<file path="config.mk">
export PLATFORM = sky130hd
export DESIGN_NAME = tmr_vote
export DESIGN_NICKNAME = d
export VERILOG_FILES = /design/src/rtl/tmr_vote_pkg.sv /design/src/rtl/tmr_vote_exact.sv /design/src/rtl/tmr_vote_median.sv /design/src/rtl/tmr_vote_satcnt.sv /design/src/rtl/tmr_vote.sv
export SDC_FILE = /design/constraint.sdc
export NUM_CORES = 1
export LEC_CHECK = 0
export BUFFER_PORTS_ARGS = -buffer_cell sky130_fd_sc_hd__buf_4
export CORE_AREA = 3 3 155 157
export DETAILED_ROUTE_END_ITERATION = 10
export DIE_AREA = 0 0 158 160
export PLACE_DENSITY_LB_ADDON = 0.3
export SYNTH_ARGS = -nofsm -noshare
export SYNTH_HDL_FRONTEND = slang
export SYNTH_SLANG_ARGS = --single-unit
</file>
<file path="constraint.sdc">
create_clock -name clk -period 19.5 [get_ports clk]
set_input_delay 3.9 -clock clk [delete_from_list [all_inputs] [get_ports clk]]
set_output_delay 3.9 -clock clk [all_outputs]
set_load 0.01 [all_outputs]
</file>
<file path="src/rtl/tmr_vote_pkg.sv">
package tmr_vote_pkg;

   typedef enum logic {
      VOTE_EXACT  = 1'b0,
      VOTE_MEDIAN = 1'b1
   } vote_mode_e;

   localparam int unsigned NCH   = 3;
   localparam int unsigned CODEW = 2;

   localparam logic [CODEW-1:0] CODE_NONE = 2'd0;

   function automatic logic [CODEW-1:0] chan_code(input int unsigned idx);
      return CODEW'(idx + 1);
   endfunction

endpackage

</file>
<file path="src/rtl/tmr_vote_exact.sv">
module tmr_vote_exact
   import tmr_vote_pkg::*;
#(
   parameter int unsigned W = 16
) (
   input  logic [NCH-1:0]        vld,
   input  logic [NCH-1:0][W-1:0] din,
   output logic [W-1:0]          sel,
   output logic [CODEW-1:0]      odd,
   output logic                  unc
);

   logic eq01, eq02, eq12;

   always_comb begin
      eq01 = vld[0] && vld[1] && (din[0] == din[1]);
      eq02 = vld[0] && vld[2] && (din[0] == din[2]);
      eq12 = vld[1] && vld[2] && (din[1] == din[2]);
      sel  = '0;
      odd  = CODE_NONE;
      unc  = 1'b0;
      if (eq01) begin
         sel = din[0];
         if (!vld[2] || (din[2] != din[0])) odd = chan_code(2);
      end else if (eq02) begin
         sel = din[0];
         odd = chan_code(1);
      end else if (eq12) begin
         sel = din[1];
         odd = chan_code(0);
      end else begin
         unc = 1'b1;
      end
   end

endmodule

</file>
<file path="src/rtl/tmr_vote_median.sv">
module tmr_vote_median
   import tmr_vote_pkg::*;
#(
   parameter int unsigned W = 16
) (
   input  logic [NCH-1:0]        vld,
   input  logic [NCH-1:0][W-1:0] din,
   input  logic [W-1:0]          tol,
   output logic [W-1:0]          sel,
   output logic [CODEW-1:0]      odd,
   output logic                  unc
);

   localparam int unsigned DW = W + 1;

   function automatic logic is_mid(input logic [W-1:0] x,
                                   input logic [W-1:0] y,
                                   input logic [W-1:0] z);
      logic up, dn;
      up = ($signed(x) >= $signed(y)) && ($signed(x) <= $signed(z));
      dn = ($signed(x) <= $signed(y)) && ($signed(x) >= $signed(z));
      return up || dn;
   endfunction

   function automatic logic [DW-1:0] gap(input logic [W-1:0] a,
                                         input logic [W-1:0] b);
      logic signed [DW-1:0] d;
      d = $signed({a[W-1], a}) - $signed({b[W-1], b});
      return d[DW-1] ? DW'(-d) : DW'(d);
   endfunction

   logic [1:0]     mid_idx;
   logic [1:0]     lo_idx, hi_idx;
   logic [NCH-1:0] far;
   logic           pair;
   logic [CODEW-1:0] miss_code;
   logic [DW-1:0]  tol_x;

   assign tol_x = {1'b0, tol};

   always_comb begin
      sel       = '0;
      odd       = CODE_NONE;
      unc       = 1'b0;
      far       = '0;
      pair      = 1'b0;
      lo_idx    = 2'd0;
      hi_idx    = 2'd1;
      miss_code = CODE_NONE;
      mid_idx   = 2'd2;
      if (is_mid(din[0], din[1], din[2]))      mid_idx = 2'd0;
      else if (is_mid(din[1], din[0], din[2])) mid_idx = 2'd1;

      case (vld)
         3'b111: begin
            sel = din[mid_idx];
            for (int i = 0; i < NCH; i++) begin
               far[i] = (2'(i) != mid_idx) && (gap(din[i], din[mid_idx]) > tol_x);
            end
            case (far)
               3'b000:  odd = CODE_NONE;
               3'b001:  odd = chan_code(0);
               3'b010:  odd = chan_code(1);
               3'b100:  odd = chan_code(2);
               default: unc = 1'b1;
            endcase
         end
         3'b011: begin pair = 1'b1; lo_idx = 2'd0; hi_idx = 2'd1; miss_code = chan_code(2); end
         3'b101: begin pair = 1'b1; lo_idx = 2'd0; hi_idx = 2'd2; miss_code = chan_code(1); end
         3'b110: begin pair = 1'b1; lo_idx = 2'd1; hi_idx = 2'd2; miss_code = chan_code(0); end
         default: unc = 1'b1;
      endcase

      if (pair) begin
         if (gap(din[lo_idx], din[hi_idx]) <= tol_x) begin
            sel = din[lo_idx];
            odd = miss_code;
         end else begin
            unc = 1'b1;
         end
      end
   end

endmodule

</file>
<file path="src/rtl/tmr_vote_satcnt.sv">
module tmr_vote_satcnt #(
   parameter int unsigned CW = 4
) (
   input  logic          clk,
   input  logic          rst_n,
   input  logic          inc,
   output logic [CW-1:0] cnt
);

   localparam logic [CW-1:0] TOP = '1;

   always_ff @(posedge clk) begin
      if (!rst_n) begin
         cnt <= '0;
      end else if (inc && (cnt != TOP)) begin
         cnt <= cnt + 1'b1;
      end
   end

endmodule

</file>
<file path="src/rtl/tmr_vote.sv">
module tmr_vote
   import tmr_vote_pkg::*;
#(
   parameter int unsigned W     = 16,
   parameter int unsigned CNT_W = 4
) (
   input  logic               clk,
   input  logic               rst_n,
   input  logic               mode,
   input  logic [W-1:0]       tol,
   input  logic [2:0]         ch_vld,
   input  logic [W-1:0]       ch0_dat,
   input  logic [W-1:0]       ch1_dat,
   input  logic [W-1:0]       ch2_dat,
   output logic               out_vld,
   output logic [W-1:0]       out_dat,
   output logic [1:0]         out_odd,
   output logic               out_uncorr,
   output logic [3*CNT_W-1:0] err_cnt
);

   if (W < 2) begin : g_bad_width
      $error("tmr_vote: W must be at least 2");
   end
   if ((CNT_W < 1) || (CNT_W > 32)) begin : g_bad_cnt
      $error("tmr_vote: CNT_W must lie in 1..32");
   end

   logic [NCH-1:0][W-1:0] din;
   logic [W-1:0]          ex_sel, md_sel, pick_sel;
   logic [CODEW-1:0]      ex_odd, md_odd, pick_odd;
   logic                  ex_unc, md_unc, pick_unc;
   logic                  step;
   vote_mode_e            vmode;

   assign din   = {ch2_dat, ch1_dat, ch0_dat};
   assign step  = |ch_vld;
   assign vmode = vote_mode_e'(mode);

   tmr_vote_exact #(.W(W)) u_exact (
      .vld (ch_vld),
      .din (din),
      .sel (ex_sel),
      .odd (ex_odd),
      .unc (ex_unc)
   );

   tmr_vote_median #(.W(W)) u_median (
      .vld (ch_vld),
      .din (din),
      .tol (tol),
      .sel (md_sel),
      .odd (md_odd),
      .unc (md_unc)
   );

   always_comb begin
      if (vmode == VOTE_MEDIAN) begin
         pick_sel = md_sel;
         pick_odd = md_odd;
         pick_unc = md_unc;
      end else begin
         pick_sel = ex_sel;
         pick_odd = ex_odd;
         pick_unc = ex_unc;
      end
   end

   always_ff @(posedge clk) begin
      if (!rst_n) begin
         out_vld    <= 1'b0;
         out_dat    <= '0;
         out_odd    <= CODE_NONE;
         out_uncorr <= 1'b0;
      end else begin
         out_vld <= step;
         if (step) begin
            out_uncorr <= pick_unc;
            out_odd    <= pick_unc ? CODE_NONE : pick_odd;
            if (!pick_unc) out_dat <= pick_sel;
         end
      end
   end

   for (genvar k = 0; k < NCH; k++) begin : g_cnt
      logic bump;
      assign bump = step && !pick_unc && (pick_odd == chan_code(k));
      tmr_vote_satcnt #(.CW(CNT_W)) u_cnt (
         .clk   (clk),
         .rst_n (rst_n),
         .inc   (bump),
         .cnt   (err_cnt[k*CNT_W +: CNT_W])
      );
   end

endmodule

</file>
# [Word-level counts from Yosys, hierarchy flattened]
# Index checks and enable logic that the tools add are counted.
[word_totals] input_bits=70 out_inout_bits=32 wordCells=126 ff_bits=32
[op_classes] order_cmp=15 bitwise=1 n_mux=41 n_addsub=11 n_eq_ne=19 n_reduce_logical=32
[op_table] cell="2-to-1 mux 16 bit" count=10
[op_table] cell="binary-select mux 16 bit (select 2 bit)" count=3
[op_table] cell="2-to-1 mux 17 bit" count=4
[op_table] cell="negation 17 bit" count=4
[op_table] cell="subtractor 16 x 16 -> 17 bit" count=4
[op_table] cell="greater-or-equal comparator 16 bit" count=4
[op_table] cell="less-or-equal comparator 16 bit" count=4
[op_table] cell="greater-than comparator 17 x 16 -> 1 bit" count=3
[op_table] cell="== test 16 bit" count=3
[op_table] cell="2-to-1 mux 2 bit" count=11
[op_table] cell="logical AND 1 bit" count=20
[op_table] cell="less-or-equal comparator 17 x 16 -> 1 bit" count=1
[op_table] cell="inequality test 16 bit" count=1
[op_table] cell="adder 4 x 1 -> 4 bit (second input constant)" count=3
[op_table] cell="== test 3 bit (second input constant)" count=4
[op_table] cell="inequality test 4 bit (second input constant)" count=3
[op_table] cell="one-hot mux 2 bit (3 select lines)" count=2
[op_table] cell="2-to-1 mux 1 bit" count=10
[op_table] cell="== test 3 x 2 -> 1 bit (second input constant)" count=2
[op_table] cell="< comparator 2 x 3 -> 1 bit (second input constant)" count=2
[op_table] cell="OR reduction 3 bit" count=2
[op_table] cell="== test 2 bit (second input constant)" count=2
[op_table] cell="OR reduction 4 bit" count=1
[op_table] cell="== test 3 x 1 -> 1 bit (second input constant)" count=1
[op_table] cell="other kinds (12)" count=15

# [Longest topological paths before layout]
[logic_depth] word_depth=23 mapped_depth=37 depth_no_buf=33

# [Cells and area by module]
# From an unflattened synthesis, not the netlist that was laid out.
[unflattened] cells_unflattened=1439 hier_area_um2=10676.5
[modules_own_cells] mod="tmr_vote_median" area_each_um2=8084.0 cells_per_inst=1157 instances=1
[modules_own_cells] mod="tmr_vote" area_each_um2=1022.2 cells_per_inst=101 instances=1
[modules_own_cells] mod="tmr_vote_exact" area_each_um2=980.9 cells_per_inst=115 instances=1
[modules_own_cells] mod="tmr_vote_satcnt" area_each_um2=196.4 cells_per_inst=22 instances=3

# [Worst setup path before layout]
# No wires, ideal clock.
[synth_path] path_kind="input-to-reg" start="input port ch2_dat[11]" end="register g_cnt[0].u_cnt.cnt[0]" setup_time_ns=0.072 slack_ns=7.861 cell_stages=31 t_required_ns=19.428 arrival_time_ns=11.567 cell_sequence="inv_1 -> ha_1 -> a21o_1 -> a2111oi_0 -> nor2_1 -> o32ai_1 -> a211oi_1 -> o21a_1 -> a222oi_1 -> inv_1 -> ha_1 -> nor2b_1 -> o31a_1 -> or2_1 -> a2111oi_0 -> nand3b_1 -> or4b_2 -> o31ai_1 -> xor2_1 -> ha_1 -> a21o_1 -> a21oi_1 -> mux2i_1 -> and2_0 -> a31o_2 -> and2_1 -> xor2_1 -> a311oi_1 -> buf_2 -> and3_1 -> mux2i_1"
[synth_between] elab_chain_cells=23
[synth_lines] item="from (decl)" line_no="tmr_vote.sv:14" source="input logic [W-1:0] ch2_dat,"
[synth_lines] item="less-or-equal comparator 16 bit / greater-or-equal comparator 16 bit (equally long branches)" line_no="tmr_vote_median.sv:20, tmr_vote_median.sv:21"
[synth_lines] item="logical AND 1 bit (on tied branches)" line_no="tmr_vote_median.sv:20, tmr_vote_median.sv:21"
[synth_lines] item="logical OR 1 bit" line_no="tmr_vote_median.sv:22" source="return up || dn;"
[synth_lines] item="2-to-1 mux 2 bit" line_no="tmr_vote_median.sv:52" source="else if (is_mid(din[1], din[0], din[2])) mid_idx = 2'd1;"
[synth_lines] item="2-to-1 mux 2 bit" line_no="tmr_vote_median.sv:51" source="if (is_mid(din[0], din[1], din[2])) mid_idx = 2'd0;"
[synth_lines] item="binary-select mux 16 bit (select 2 bit)" line_no="tmr_vote_median.sv:58" source="far[i] = (2'(i) != mid_idx) && (gap(din[i], din[mid_idx]) > tol_x);"
[synth_lines] item="2-to-1 mux 16 bit (not written as such)" line_no="tmr_vote_median.sv:58"
[synth_lines] item="subtractor 16 x 16 -> 17 bit" line_no="tmr_vote_median.sv:28" source="d = $signed({a[W-1], a}) - $signed({b[W-1], b});"
[synth_lines] item="(+7 left out)"
[synth_lines] item="one-hot mux 1 bit (2 select lines)" line_no="tmr_vote_median.sv:54" source="case (vld)"
[synth_lines] item="2-to-1 mux 1 bit" line_no="tmr_vote_median.sv:75" source="if (gap(din[lo_idx], din[hi_idx]) <= tol_x) begin"
[synth_lines] item="2-to-1 mux 1 bit" line_no="tmr_vote_median.sv:74" source="if (pair) begin"
[synth_lines] item="2-to-1 mux 1 bit" line_no="tmr_vote.sv:58" source="if (vmode == VOTE_MEDIAN) begin"
[synth_lines] item="zero test 1 bit" line_no="tmr_vote.sv:87" source="assign bump = step && !pick_unc && (pick_odd == chan_code(k));"
[synth_lines] item="logical AND 1 bit" line_no="tmr_vote.sv:87"
[synth_lines] item="logical AND 1 bit *" line_no="tmr_vote.sv:87"
[synth_lines] item="logical AND 1 bit *" line_no="tmr_vote_satcnt.sv:15" source="end else if (inc && (cnt != TOP)) begin"
[synth_lines] item="to (signal assigned)" line_no="tmr_vote_satcnt.sv:16" source="cnt <= cnt + 1'b1;"
[synth_lines] item="to (decl)" line_no="tmr_vote_satcnt.sv:7" source="output logic [CW-1:0] cnt"
# Mark *: on every way between the ends. The rest lies on a longest branch, timed or not. The select of a mux whose other input is x is not followed.
# A chain may end at the register's enable or synchronous reset.

# [Worst setup path in the final report]
[layout_path] start="input port ch2_dat[1]" end="register g_cnt[0].u_cnt.cnt[0]"
# The elaborated chain is that of the path after synthesis.

==> results.md <==
- Drt drc: 0
- Hpwl dp: 31.5 mm
- First-pass iteration count of the detailed router: 6
- Leak: 5.23 nW
- I/O Buffers: 101
- Cell variety after synth: 81
- Adder-cell share of the synthesized area: 0.234
- Reg2Reg Depth: 6
- Total gr overflow: 0
- Crit Path Max Fanout: 17
- Ys flop type: dfxtp_1
- Number of diodes: 0
- Rows: 55
- Via count: 11.3k
- Peak supply drop: 0.0570 mV
- Initial Util: 0.448
- Max transition margin: 0.178
- Synthesis-to-finish area growth: 11.7%
- Ys Warns: 0
- Number of hold violations in the final report: 0
- Largest net degree at the start of global routing: 34
- Tcrit/Tclk final: 0.687
- Core box area: 22600 µm²
- Tmin final: around 13000 ps
- Fraction of registers with async set/reset: 0
- Cells after Synth: 1405
- Vias in the first global route: 10.2k
- Endpoints failing setup: 0
- CP Data Required Time: 19710 ps
- Pwr dens: 113 nW/µm²
- Hold Crit Depth: 2
- Mux cell area share after synthesis: 0.0344
- Worst hold path type: reg2reg
- Routed len/inst: 21.5 µm
- Routed WL: 37.9 mm
- Crit-path max cell delay: approximately 970 ps
- Synth top area share: 0.226
- Most common cell in the netlist: ha_1
- Final Util: 0.500
- Die area: 25300 µm²
- Vias per cell: 6.37
- Largest family of logic cells by synthesized area: compound AO/OA/AOI/OAI gates
- Setup TNS: 0 ps
- Type of the worst setup path: in2reg
- Initial antenna violation count: 0
- Mapped Avg Cell Area: 7.22 µm²
- Fin nets: 1737
- CTS max path bufs: 2
- Most frequent cells after synthesis: ha_1, a21oi_1, nor2_1
- Worst-Skew Late Latency: approximately 280 ps
- CTS tree: built
- Worst Setup Start Kind: input port
- Clock skew: 1.95 ps
- Number of DRC markers in iteration 0: 1284
- Sink Count: 32
- Share of cells above drive strength 1: 0.106
- Worst slew pin tran: 1220 ps
- Post-synthesis simple-gate area fraction: 0.230
- Sequential share of the synthesized area: 0.0631
- Cts repair resizes: 0
- Total track usage: 0.288
- First-pass GRT wire length: slightly below 60 mm
- Post-CTS setup buffers: 0
- Antenna viol nets, final: 0
- Compound-Gate Fraction of Synth Area: 0.307
- Run status: completed
- Mapped cell area: slightly above 10000 µm²
- Max Slew Vio Count: 0
- Htree depth: 2
- Crit path capture type: flip-flop
- CTS clk-pin slew, worst paths: 50 ps
- Die width: about 160 µm
- Yosys top cell by area: ha_1
- Cell mode on critical path: ha_1
- Syn nets: 1662
- Number of max-cap violations: 0
- Post-synth EDFFs: 0
- Post-Synth XOR/XNOR Area: 0.0846
- Synth top area cells: ha_1, a21oi_1, dfxtp_1
- FF+latch count, synth: 32
- Cts hold-fix bufs: 0
- Critical path arrival: 13610 ps
- IO Count: 102
- CTS Buf Count: 5
- Die Ht: 160 µm
- CTS root buf: clkbuf_16
- CP max-delay cell: a222oi_1
- Final GP Congestion: 0.997
- F_max: 74.7 MHz
- RSZ-0062 raised after global routing: no
==> power by group <==
part	total, mW	switching (mW)	internal (mW)
Clock	0.0911	0.0311	0.0600
Combinational	1.11	0.655	0.456
Sequential	0.0793	0.00562	0.0736
Total	1.28	0.691	0.589
==> final cells by class <==
class	instances	area, µm²
flip-flops and latches	32	641
multi-input cells	1248	9030
repair buffers	109	818
well taps	285	357
inverters	84	315
fillers	2289	11300
clock inverters	3	42.5
clock buffers	5	125
==> per-layer routing <==
metal / up-vias / track usage / share of wire
met1: 5204 / 0.411 / 0.45
met4: 0 / 0.0982 / 0.040
met2: 533 / 0.430 / 0.43
met3: 85 / 0.0575 / 0.088
li1: 5431 / - / -
met5: - / 0 / 0
==> metrics by stage <==
| step | std cells | hold WS, ps | cell area (µm²) | power, mW | setup WS, ps |
|---|---|---|---|---|---|
| floorplan | 1405 | 473 | 10100 | 0.887 | 7860 |
| global placement | 1758 | 450 | 11200 | 1.14 | 6310 |
| detailed placement | 1758 | 449 | 11200 | 1.16 | 6040 |
| CTS | 1766 | 463 | 11300 | 1.26 | 6220 |
| global route | 1766 | 484 | 11300 | 1.39 | 5380 |
| finish | 1766 | 461 | 11300 | 1.28 | 6110 |
==> registers in the layout, summed over array words and instances (netlist names) <==
register         count
out_uncorr           1
out_dat             16
out_vld              1
g_cnt.u_cnt.cnt     12
out_odd              2
==> cells by family after synthesis <==
| logic type | Yosys count |
|---|---|
| DFF | 32 |
| muxes | 33 |
| xor gates and xnor gates | 98 |
| buffers and inverters | 125 |
| and+or+nand+nor | 472 |
| AOI/OAI and AO/OA | 458 |
| adders and majority gates | 187 |
==> cell usage in the layout, fill, tap and decap left out, drive strengths merged, types with 11 or more instances in the layout <==
cell / n
o21ai: 68
nand4: 26
ha: 183
inv: 82
mux2i: 18
a21o: 47
and2: 14
nor2b: 22
xnor2: 55
nand2b: 13
o211a: 11
nand3: 36
nor2: 129
or3: 12
o221ai: 17
buf: 109
mux2: 15
nor4: 13
a21oi: 134
a31oi: 15
o211ai: 23
nor3: 29
a211oi: 11
nand2: 121
o21a: 24
dfxtp: 32
xor2: 43
o22ai: 11
o31ai: 14
and3: 14
==> critical path: cells and delay by family <==
kind	cells	cell delay, ps
AO/OA/AOI/OAI	9	4260
buffers and inverters	3	540
AND/OR/NAND/NOR	12	3270
XOR/XNOR	3	400
multiplexers	2	290
adder cells (fa/ha/maj)	3	920
==> path summary, 6_finish.rpt <==
kind                         start                     to  slack (ps)
max                     ch2_dat[1]  g_cnt[0].u_cnt.cnt[0]        6110
min reg2reg             out_dat[8]             out_dat[8]         460
min                     out_dat[8]             out_dat[8]         460
max reg2reg  g_cnt[1].u_cnt.cnt[0]  g_cnt[1].u_cnt.cnt[2]       17720
Power figures use the tool's default switching activity.
